[config.mk]
export PLATFORM = sky130hd
export DESIGN_NAME = bdg_rate_gen
export DESIGN_NICKNAME = d
export VERILOG_FILES = /design/src/rtl/bdg_pkg.sv /design/src/rtl/bdg_regs.sv /design/src/rtl/bdg_fmt_dec.sv /design/src/rtl/bdg_divider.sv /design/src/rtl/bdg_rate_gen.sv
export SDC_FILE = /design/constraint.sdc
export NUM_CORES = 1
export LEC_CHECK = 0
export ABC_AREA = 1
export BUFFER_PORTS_ARGS = -buffer_cell sky130_fd_sc_hd__buf_2
export CAP_MARGIN = 40
export CORE_UTILIZATION = 50
export DETAILED_ROUTE_END_ITERATION = 7
export MAX_ROUTING_LAYER = met4
export PLACE_DENSITY = 0.82
export SYNTH_ARGS = -nofsm -noshare
export SYNTH_HDL_FRONTEND = slang
export SYNTH_SLANG_ARGS = --single-unit
[constraint.sdc]
create_clock -name clk -period 2 [get_ports clk]
set_input_delay 0 -clock clk [delete_from_list [all_inputs] [get_ports clk]]
set_output_delay 0 -clock clk [all_outputs]
set_load 0.005 [all_outputs]
[src/rtl/bdg_pkg.sv]
// Shared definitions for the bit-rate tick generator.
// Register numbers are the ones decoded by neighbouring channel logic.
package bdg_pkg;

    localparam int REG_W        = 8;
    localparam int TC_BYTES     = 2;
    localparam int MUL_W        = 6;

    localparam int REG_MODE_IDX = 4;
    localparam int REG_FMT_IDX  = 5;
    localparam int REG_TC_IDX   = 12;   // low byte; high byte at next number

    typedef enum logic [1:0] {
        CM_X1  = 2'b00,
        CM_X16 = 2'b01,
        CM_X32 = 2'b10,
        CM_X64 = 2'b11
    } clk_mode_e;

    typedef struct packed {
        clk_mode_e  clk_mode;
        logic [1:0] stop;
        logic       par_even;
        logic       par_en;
    } mode_t;

    localparam mode_t MODE_RST = '{clk_mode: CM_X1, stop: 2'b01,
                                   par_even: 1'b0, par_en: 1'b0};

endpackage

[src/rtl/bdg_regs.sv]
// Holds the mode fields, the data-length field and the time-constant bytes.
// Assumes one byte write per cycle; flags a restart for any owned register.
module bdg_regs
    import bdg_pkg::*;
#(
    parameter int ADDR_W = 4,
    localparam int TC_W  = REG_W * TC_BYTES
) (
    input  logic              clk,
    input  logic              rst_n,
    input  logic              cfg_we,
    input  logic [ADDR_W-1:0] cfg_addr,
    input  logic [REG_W-1:0]  cfg_wdata,
    output mode_t             mode_q,
    output logic [1:0]        len_q,
    output logic [TC_W-1:0]   tc_q,
    output logic              reload
);

    logic hit_mode;
    logic hit_fmt;
    logic [TC_BYTES-1:0] hit_tc;

    assign hit_mode = cfg_we && (cfg_addr == ADDR_W'(REG_MODE_IDX));
    assign hit_fmt  = cfg_we && (cfg_addr == ADDR_W'(REG_FMT_IDX));
    assign reload   = hit_mode || hit_fmt || (|hit_tc);

    // Mode and length fields: load on matching write, defaults on reset.
    always_ff @(posedge clk) begin
        if (!rst_n) begin
            mode_q <= MODE_RST;
            len_q  <= 2'b00;
        end else begin
            if (hit_mode) begin
                mode_q <= '{clk_mode: clk_mode_e'(cfg_wdata[7:6]),
                            stop:     cfg_wdata[3:2],
                            par_even: cfg_wdata[1],
                            par_en:   cfg_wdata[0]};
            end
            if (hit_fmt) begin
                len_q <= cfg_wdata[6:5];
            end
        end
    end

    // One byte lane of the time constant per consecutive register number.
    for (genvar b = 0; b < TC_BYTES; b++) begin : g_tc
        assign hit_tc[b] = cfg_we && (cfg_addr == ADDR_W'(REG_TC_IDX + b));

        // Byte lane storage.
        always_ff @(posedge clk) begin
            if (!rst_n) begin
                tc_q[b*REG_W +: REG_W] <= '0;
            end else if (hit_tc[b]) begin
                tc_q[b*REG_W +: REG_W] <= cfg_wdata;
            end
        end

        a_r7_byte_readback: assert property (@(posedge clk) disable iff (!rst_n)
            hit_tc[b] |=> (tc_q[b*REG_W +: REG_W] == $past(cfg_wdata)));
    end

    a_r8_mode_default: assert property (@(posedge clk)
        !rst_n |=> (mode_q == MODE_RST && len_q == 2'b00 && tc_q == '0));

    a_r10_foreign_write_inert: assert property (@(posedge clk) disable iff (!rst_n)
        (cfg_we && !reload) |=> ($stable(mode_q) && $stable(len_q) && $stable(tc_q)));

endmodule

[src/rtl/bdg_fmt_dec.sv]
// Turns the stored mode and length fields into shifter controls and the
// clock-mode multiplier terminal count. Purely combinational.
module bdg_fmt_dec
    import bdg_pkg::*;
(
    input  mode_t            mode_q,
    input  logic [1:0]       len_q,
    output logic             par_en,
    output logic             par_even,
    output logic             two_stop,
    output logic [3:0]       data_bits,
    output logic [MUL_W-1:0] mul_last
);

    // Parity and stop-bit decode.
    always_comb begin
        par_en   = mode_q.par_en;
        par_even = mode_q.par_even;
        two_stop = (mode_q.stop == 2'b11);
    end

    // Data length: the field code is not in numeric order.
    always_comb begin
        case (len_q)
            2'b00:   data_bits = 4'd5;
            2'b01:   data_bits = 4'd7;
            2'b10:   data_bits = 4'd6;
            default: data_bits = 4'd8;
        endcase
    end

    // Multiplier terminal count (multiplier minus one).
    always_comb begin
        case (mode_q.clk_mode)
            CM_X1:   mul_last = MUL_W'(0);
            CM_X16:  mul_last = MUL_W'(15);
            CM_X32:  mul_last = MUL_W'(31);
            default: mul_last = MUL_W'(63);
        endcase
    end

endmodule

[src/rtl/bdg_divider.sv]
// Three-stage divider: a half-rate phase bit, a base counter spanning TC+2
// reference periods, and a multiplier counter. Emits a registered one-clock
// tick on the last state of the period. Assumes tc and mul_last only change
// together with reload.
module bdg_divider
    import bdg_pkg::*;
#(
    parameter int TC_W = 16
) (
    input  logic             clk,
    input  logic             rst_n,
    input  logic             reload,
    input  logic [TC_W-1:0]  tc,
    input  logic [MUL_W-1:0] mul_last,
    output logic             rate_tick
);

    logic              ph_q;
    logic [TC_W:0]     base_q;
    logic [MUL_W-1:0]  mul_q;
    logic              tick_q;
    logic [TC_W:0]     base_end;
    logic              base_wrap;
    logic              period_end;

    assign base_end   = {1'b0, tc} + 1'b1;
    assign base_wrap  = ph_q && (base_q == base_end);
    assign period_end = base_wrap && (mul_q == mul_last);
    assign rate_tick  = tick_q;

    // Advance the counter chain; reset or reload restarts from zero.
    always_ff @(posedge clk) begin
        if (!rst_n || reload) begin
            ph_q   <= 1'b0;
            base_q <= '0;
            mul_q  <= '0;
            tick_q <= 1'b0;
        end else begin
            ph_q   <= ~ph_q;
            tick_q <= period_end;
            if (ph_q) begin
                base_q <= base_wrap ? '0 : base_q + 1'b1;
            end
            if (base_wrap) begin
                mul_q <= period_end ? '0 : mul_q + 1'b1;
            end
        end
    end

    a_r11_tick_single: assert property (@(posedge clk) disable iff (!rst_n)
        rate_tick |=> !rate_tick);

    a_r9_reload_no_tick: assert property (@(posedge clk) disable iff (!rst_n)
        reload |=> !rate_tick);

    a_r2_base_bound: assert property (@(posedge clk) disable iff (!rst_n)
        base_q <= base_end);

    a_r3_mul_bound: assert property (@(posedge clk) disable iff (!rst_n)
        mul_q <= mul_last);

endmodule

[src/rtl/bdg_rate_gen.sv]
// Top level: per-channel bit-rate tick generator with format decode.
// Assumes a single write port shared with the rest of the channel registers;
// register numbers outside 4, 5, 12 and 13 are ignored here.
module bdg_rate_gen
    import bdg_pkg::*;
#(
    parameter int ADDR_W = 4,
    localparam int TC_W  = REG_W * TC_BYTES
) (
    input  logic              clk,
    input  logic              rst_n,
    input  logic              cfg_we,
    input  logic [ADDR_W-1:0] cfg_addr,
    input  logic [REG_W-1:0]  cfg_wdata,
    output logic              rate_tick,
    output logic              par_en,
    output logic              par_even,
    output logic              two_stop,
    output logic [3:0]        data_bits,
    output logic [TC_W-1:0]   tconst_rd
);

    mode_t            mode_q;
    logic [1:0]       len_q;
    logic [TC_W-1:0]  tc_q;
    logic             reload;
    logic [MUL_W-1:0] mul_last;

    bdg_regs #(.ADDR_W(ADDR_W)) u_regs (
        .clk       (clk),
        .rst_n     (rst_n),
        .cfg_we    (cfg_we),
        .cfg_addr  (cfg_addr),
        .cfg_wdata (cfg_wdata),
        .mode_q    (mode_q),
        .len_q     (len_q),
        .tc_q      (tc_q),
        .reload    (reload)
    );

    bdg_fmt_dec u_dec (
        .mode_q    (mode_q),
        .len_q     (len_q),
        .par_en    (par_en),
        .par_even  (par_even),
        .two_stop  (two_stop),
        .data_bits (data_bits),
        .mul_last  (mul_last)
    );

    bdg_divider #(.TC_W(TC_W)) u_div (
        .clk       (clk),
        .rst_n     (rst_n),
        .reload    (reload),
        .tc        (tc_q),
        .mul_last  (mul_last),
        .rate_tick (rate_tick)
    );

    assign tconst_rd = tc_q;

endmodule

==> run summary, run 1 <==
The proportion of netlist area held by the largest area contributor came out at 0.308. The depth of the most critical reg-to-reg path came out at 12. During I/O placement, the number of pins put on the boundary was 39. The total overflow left after global routing is 0. The met1 wire length is about 4000 um. The checks that failed: negative setup slack. The worst setup path is of the reg -> reg kind.

The endpoint identified for the worst register-to-register timing path is u_div.mul_q[5]. The worst hold path belongs to the class in -> reg. Setup repair after global routing could not meet its margin everywhere. The number of H-tree levels came out at 2. The portion of the clock cycle consumed by the worst path in the final layout is 1.06. The minimum setup slack after placement is -0.153 ns. STA classifies the critical path endpoint as a flip-flop. The area added between synthesis and finish came out at 24.9%. The run finished, with violations left. In this run, distinct cell masters in the synthesized netlist total 36. The initial antenna violation count came out at 0. Before antenna repair, the detailed router went through 5 iterations. The type of origin of the critical path is a flip-flop. The number of sinks driven by the clock tree is 49. The final weighted congestion in routability-driven placement is about 0.9. The peak supply drop is between 300 and 400 uV. In this run the standard cell core region covers 6030 um^2.

The largest buffer count on any clock path is 2. The remaining number of nets flagged by the antenna check after routing came out at 0. The number of filler cells placed in the layout is about 500. The wire-length estimate of the detail-placed layout is 6920 um. TritonCTS built the clock tree. The diode insertion count for antenna repair is 0. The endpoint required time on the critical path came out at 2.22 ns. The clock-pin slew reported for the worst setup and hold paths after clock tree synthesis is 0.10 ns. The overall die area came out at 6680 um^2. The cell area after technology mapping is roughly 3200 um^2. The wire length on met3 came out at 685 um. The total power divided by cell area came out at 526 nW/um^2. The number of buffers created by CTS is 5. The die height came out at between 80 and 90 um.

The critical path ends at u_div.mul_q[5]. The later pin in the worst-skew pair is clocked with a latency of 0.32 ns. The post-detailed-route DRC marker count came out at 0. The most critical setup path has its startpoint at u_regs.tc_q[3].

The standard-cell row count came out at 28. Among all stages on the critical path, the largest delay is contributed by dfxtp_1. The detailed router finished its first iteration with 352 violations. Once routing completed, OpenROAD measured the worst setup slack at -0.115 ns. The number of nets in the synthesized netlist is about 530. For this run, the total global-route usage over all layers was measured as 0.303.

The critical path goes through inv_2, nor2_4, buf_4, nand3_1, nand2_1, nand2_1, nand2_1, nand2_1, nor2_4, nand4_1, nand2_2, nor2_1. The ratio of routed vias to standard cells came out at 5.70. The synthesis-stage register bit count came out at 49. The die width came out at 81.8 um.

The highest metal layer carrying signal wires in the routed design is met4. The cell taking the most area after synthesis is dfxtp_1. The slew at the pin closest to its max-slew limit is about 1.1 ns. Dividing the detail-routed wire length by the instance count gives 14.9 um.

During placement, the flow inserted port buffers numbering 38. The tree is rooted in a clkbuf_8. Setup violations remaining at the end of the flow were counted as 11. The total wire length after detailed routing came out at about 10000 um.

The analysis attributes to cell leakage a power of between 1.5 and 2 nW. The first-pass GRT wire length came out at 14900 um. Leaving out fill and tap cells, the most frequent cell in the layout is nand2_1. Sorting the synthesized cells by area gives the leading types as dfxtp_1 (31%), nand2_1 (15%), inv_1 (8.3%), nor2_1 (8.0%), nand3_1 (7.6%).

The smallest clock period supported by the final layout is computed as 2.12 ns. The number of hold-slack violations in the final timing report came out at 0. The top cell types in the final layout, fill and taps aside, are nand2_1 (116), inv_1 (69), nor2_1 (65). For this run, the slowest stage of the critical path takes 0.46 ns. The setup check on the worst reg-to-reg path leaves a slack of -0.12 ns. The synthesized area divided by synthesized cell count came out at 6.29 um^2. Clock skew on the completed layout was measured at approximately 0.015 ns.

The largest fanout on the critical path is 5. The amount of wire on met2 after detailed routing came out at 4730 um. The fraction of the yosys area taken by sequential cells came out at 0.308. The final number of max-transition violations came out at 0. The arrival time of the worst setup path is approximately 2.3 ns. Of the cells placed in the final design, the portion with a size suffix greater than 1 is 0.216. The number of synthesis warnings is 0. The starting density of the core is 0.528.

The final route contains 3722 vias. Entering global routing, the biggest net connects 26 pins. The count of nets after finishing came out at ~600. Headroom to the max-slew limit came out at 0.290. The dominant cell type by count on the critical path is nand2_1. The origin of the critical flop-to-flop path is u_regs.tc_q[3]. At the end of the flow the core is filled with cells to 0.659. The number of global-route vias before repair is 3314. Max-cap violations in this run came to 0.

The timing-limited maximum frequency came out at 473 MHz. The cell count after synthesis came out at 506.
[worst max-delay path: cells and delay by family, from the launching register on]
| kind | cells | cell delay [ns] |
|---|---|---|
| buffers and inverters | 2 | 0.28 |
| flip-flops | 1 | 0.46 |
| AND/OR/NAND/NOR | 10 | 1.28 |
[flip-flops by register name, summed over array words and instances, names as in the netlist]
name             flops
u_div.base_q        17
u_regs.tc_q         16
u_div.mul_q          6
u_regs.mode_q        6
u_regs.len_q         2
u_div.ph_q           1
u_div.rate_tick      1
[through the flow]
stage | cells | power, mW | hold WS (ns) | cell area, um^2 | setup TNS [ns]
5_1_grt | 653 | 2.16 | 0.0349 | 3970 | -2.45
3_3_place_gp | 633 | 1.22 | 0.285 | 3590 | -0.209
6_report | 653 | 2.09 | 0.0138 | 3970 | -0.776
2_1_floorplan | 506 | 1.15 | 0.126 | 3180 | 0
4_1_cts | 649 | 2.08 | 0.000139 | 3860 | -0.00430
3_5_place_dp | 633 | 1.23 | 0.293 | 3590 | -2.38
[kinds of logic after synthesis]
family / Yosys count / synth area share
compound gates: 66 / 0.111
xor+xnor: 17 / 0.0468
fa+ha+maj: 6 / 0.0236
buf+inv: 81 / 0.0999
flops: 49 / 0.308
simple gates: 287 / 0.410
[worst min path at each step]
| stage | startpoint | end | slack [ns] | depth (start not counted) |
|---|---|---|---|---|
| after global placement | cfg_wdata[1] | u_regs.mode_q[1] | 0.28 | 3 |
| after floorplan | cfg_wdata[2] | u_regs.mode_q[2] | 0.13 | 2 |
| after global routing | cfg_wdata[4] | u_regs.tc_q[4] | 0.03 | 3 |
| after CTS | cfg_wdata[4] | u_regs.tc_q[12] | 0.0001 | 3 |
| after detailed placement | cfg_wdata[1] | u_regs.mode_q[1] | 0.29 | 3 |
| final | cfg_wdata[4] | u_regs.tc_q[12] | 0.01 | 3 |
[cells in the mapped netlist]
library cell / n
nor3_2: 1
nand3_1: 48
o22ai_1: 2
nand2_1: 123
o211ai_1: 1
nand2_2: 5
nand2_4: 1
nor2_2: 7
o21ai_0: 33
xor2_1: 13
nor2_4: 4
a41oi_1: 1
nand3_4: 1
nor4_1: 4
o211a_1: 1
and3_1: 1
o32ai_1: 1
nand3_2: 1
clkinv_1: 1
o21bai_1: 1
buf_2: 2
nor2_1: 68
inv_2: 1
ha_1: 6
a31oi_1: 2
dfxtp_1: 49
nand3b_1: 1
inv_1: 70
nor2_8: 1
nand4_1: 12
buf_4: 1
nor3_1: 9
xnor2_1: 4
buf_6: 1
clkbuf_1: 5
a21oi_1: 24
[timing repair]
item                                    4_1_cts  5_1_grt
pin swaps                                     6       13
cloned                                        1        0
hold buffers                                  5        0
endpoints found under the setup margin       24       24
setup buffers                                 2        4
endpoints found under the hold margin         8        0
gates resized for setup                      16       27
[final cells by class]
cell class              instances  area, um^2  area share
inverters                      72         270      0.0680
repair buffers                 72         469       0.118
well taps                      75        93.8      0.0236
flip-flops and latches         49         992       0.250
multi-input cells             377        2010       0.507
clock buffers                   5        68.8      0.0173
clock inverters                 3        65.1      0.0164
[where the power goes]
group | leakage, nW | switching (mW) | internal, mW
clock | 0.0681 | 0.354 | 0.497
sequential | 0.400 | 0.0202 | 0.992
combinational | 1.37 | 0.135 | 0.0896
total | 1.84 | 0.509 | 1.58
[per-layer routing]
layer,up-vias,GRT usage
li1,1767,-
met1,1710,0.362
met2,205,0.510
met3,40,0.0433
met4,0,0.123
met5,-,-
(Power assumes the default switching activity.)
==> run 2, diff against run 1 <==
Settings changed: REMOVE_ABC_BUFFERS from default to 1.
==> run 2 against run 1 <==
Compared with the run above: the flow still finishes with violations (negative setup slack); utilization is 0.54 points lower; routed wire length grew 2.5%; count of clock-buffer cells in the layout unchanged; clock power fell by 25%; sequential share of layout area hardly changed; register-to-register slack improved by 0.07 ns; combinational power grew 6%; critical path type unchanged; critical endpoint unchanged; largest power group unchanged; highest routed layer unchanged.
==> run summary, run 2 (synthesis gave the netlist of run 1 again) <==
The flow ran to the end, but the final reports show violations. The checks that failed: negative setup slack. Counting stages on the worst path, the most repeated cell is nand2_1. The number of sinks driven by the clock tree is 49. Setup violations remaining at the end of the flow were counted as 19.

The count of maximum capacitance violations came out at 0. The final design area excluding fillers came out at ~3900 um^2. Derived from the worst setup path, the maximum achievable clock frequency is 489 MHz. Entering global routing, the biggest net connects 25 pins. Of all nets on the critical path, the largest fanout is 8.

The remaining number of nets flagged by the antenna check after routing is 0. The number of buffers inserted by port buffering is 38. The total wire length after detailed routing came out at 9990 um. On the critical path the largest part of the delay comes from simple AND/OR/NAND/NOR gates. The final number of max-transition violations came out at 0.

The worst path buffer plus inverter count is 2. The peak supply drop is 482 uV. u_div.base_q holds more flip-flops than any other register. TritonCTS built the clock tree. The first global-routing pass estimated about 15000 um of wire. The area added between synthesis and finish came out at 23.9%.

After detailed routing, the met3 layer carries between 900 and 1000 um of wire. The portion of the clock cycle consumed by the worst path in the final layout came out at 1.02. The clock root buffer is clkbuf_8. Setup repair after global routing could not meet its margin everywhere. In the final layout, the registers with the most flip-flops are u_div.base_q x17, u_regs.tc_q x16. The worst max-slew margin expressed relative to the limit is 0.693.

The number of flip-flops in the largest register is 17. The overall die area came out at 6680 um^2. The number of global-route vias before repair is 3311.

The diode insertion count for antenna repair came out at 0. The number of top-level design ports is 39. The detailed placement HPWL is 7220 um. The fraction of the core area covered by cells at the end of the flow came out at 0.654. The count of nets after finishing is 600.

The post-detailed-route DRC marker count is 0. The final setup skew came out at 0.00677 ns. The endpoint required time on the critical path is 2.26 ns. Dividing total power by cell area gives a power density of 479 nW/um^2. The delay of the slowest critical-path stage came out at 0.35 ns.

The cell area reported after detailed placement is 3650 um^2. For this block, the initial DRC count from the detailed router was 381. Summed over all cells, the static leakage comes to roughly 1.8 nW. The initial antenna violation count was 0. In this run the standard cell core region covers 6030 um^2. The setup path with the least slack is of type reg -> reg.

The type of origin of the critical path is a flip-flop. The detailed router used layers up to and including met4. The tightest min-delay check is of the in -> reg type.

The part of the power in the clock network is 0.338. The initialized floorplan defines 28 standard-cell rows. The number of hold-slack violations in the final timing report is 0. Leaving out fill and tap cells, the most frequent cells in the layout are nand2_1 (118), inv_1 (69), nor2_1 (62). The H-tree generated during clock tree synthesis spans 2 levels.

For this design the total switching power over the nets is 0.549 mW. The largest individual stage delay along the critical path comes from the cell dfxtp_2. The overall fraction of global-route tracks in use is 0.314. The total number of vias came out at between 3000 and 4000.

The non-filler instance count after layout is 655. The wire length per cell came out at about 15 um. The initial utilization of the core area, before any placement, comes to 0.528. The total internal power is around 1.3 mW. The minimum hold slack came out at about 0.011 ns. The total overflow left after global routing is 0. The fraction of final layout cells sized beyond drive strength 1 came out at 0.228. The first-pass iteration count of the detailed router came out at 7. The clock passes through at most 2 buffers.

The signal on the critical path passes through ha_4, inv_1, nand2_1, nand3_2, nor2_2, nand2_1, nor2_2, nand2_1, inv_1, nand3_2, nor2_4, nand3_2, nand2_1, nand2_1, nor2_1. The die height came out at 81.8 um. After layout, the worst setup slack is -0.0454 ns.

The slew at the pin closest to its max-slew limit is 0.456 ns. The category of the worst setup path capture point is a flip-flop. The net switching share of the total power is 0.291.

The final weighted congestion in routability-driven placement is 1.01. The minimum period implied by the final worst setup slack came out at ~2.0 ns. At the later pin of the worst-skew pair, clock insertion delay measures 0.32 ns. In the routed layout, each cell is associated on average with a via count of 5.69. The die width is 81.8 um. For the worst setup path, the data arrival time is between 2 and 2.5 ns. The clock-pin slew reported for the worst setup and hold paths after clock tree synthesis is 0.10 ns. The share of total power dissipated in combinational logic is 0.126. The amount of wire on met2 after detailed routing is 4520 um.

The library cell used most frequently in the layout, excluding fill and tap cells, is nand2_1. The met1 wire length is 4110 um. The total placed cells including tap cells is 641. The number of buffers created by CTS is 5. The share of total power dissipated in sequential elements is 0.536.
==> run 2: cell types whose count changed in the layout (fill, tap and decap cells not counted), moves of 3 or more <==
cell and delta:
dlygate4sd3_1 -3, nor2_2 +5, dfxtp_1 +3, nand3_1 -5
buf_4 +7, nand3_2 +5, nor2_1 -3
==> run 2: per-layer routing <==
metal,up-vias,GRT usage
met5,-,-
met2,221,0.494
met1,1669,0.391
met3,56,0.0567
met4,0,0.140
li1,1781,-
==> run 2: worst register-to-register path: cells and delay by family (launching register included) <==
kind	cells	cell delay, ns
AND/OR/NAND/NOR	12	1.27
flip-flops	1	0.35
buffers and inverters	2	0.09
adder cells (fa/ha/maj)	1	0.27
==> run 2: what timing repair did <==
item / CTS / global route
endpoints found under the setup margin: 24 / 24
gates resized for setup: 16 / 26
hold buffers: 2 / 0
setup buffers: 0 / 3
pin swaps: 4 / 22
endpoints found under the hold margin: 2 / 0
gates cloned: 1 / 0
==> run 2: power groups by stage <==
| stage | clock network, mW | logic, mW | registers [mW] |
|---|---|---|---|
| floorplan | 0 | 0.105 | 1.03 |
| global placement | 0 | 0.202 | 1.03 |
| detailed placement | 0 | 0.208 | 1.03 |
| CTS | 0.637 | 0.220 | 1.01 |
| global route | 0.683 | 0.260 | 1.01 |
| finish | 0.638 | 0.238 | 1.01 |
==> run 2: through the flow <==
step	worst slack [ns]	power [mW]	setup TNS [ns]
final	-0.0454	1.89	-0.360
after global routing	-0.186	1.96	-3.03
after CTS	0.0148	1.87	0
after detailed placement	-0.171	1.24	-2.71
after global placement	-0.0701	1.23	-0.680
after floorplan	0.0351	1.14	0
==> run 2: final cells by class <==
| class | count | area [um^2] |
|---|---|---|
| Multi-Input combinational cell | 377 | 2030 |
| Inverter | 72 | 270 |
| Clock inverter | 3 | 26.3 |
| Clock buffer | 5 | 68.8 |
| Tap cell | 75 | 93.8 |
| Fill cell | 523 | 2090 |
| Timing Repair Buffer | 74 | 469 |
| Sequential cell | 49 | 986 |
==> run 2: path summary, 6_finish.rpt <==
path | start | to | slack, ns | cells after the start
worst max-delay path | u_regs.tc_q[0] | u_div.mul_q[5] | -0.05 | 15
worst min-delay path | cfg_wdata[4] | u_regs.tc_q[4] | 0.01 | 3
worst max register to register | u_regs.tc_q[0] | u_div.mul_q[5] | -0.05 | 15
worst min register to register | u_regs.mode_q[2] | u_regs.mode_q[2] | 0.50 | 2
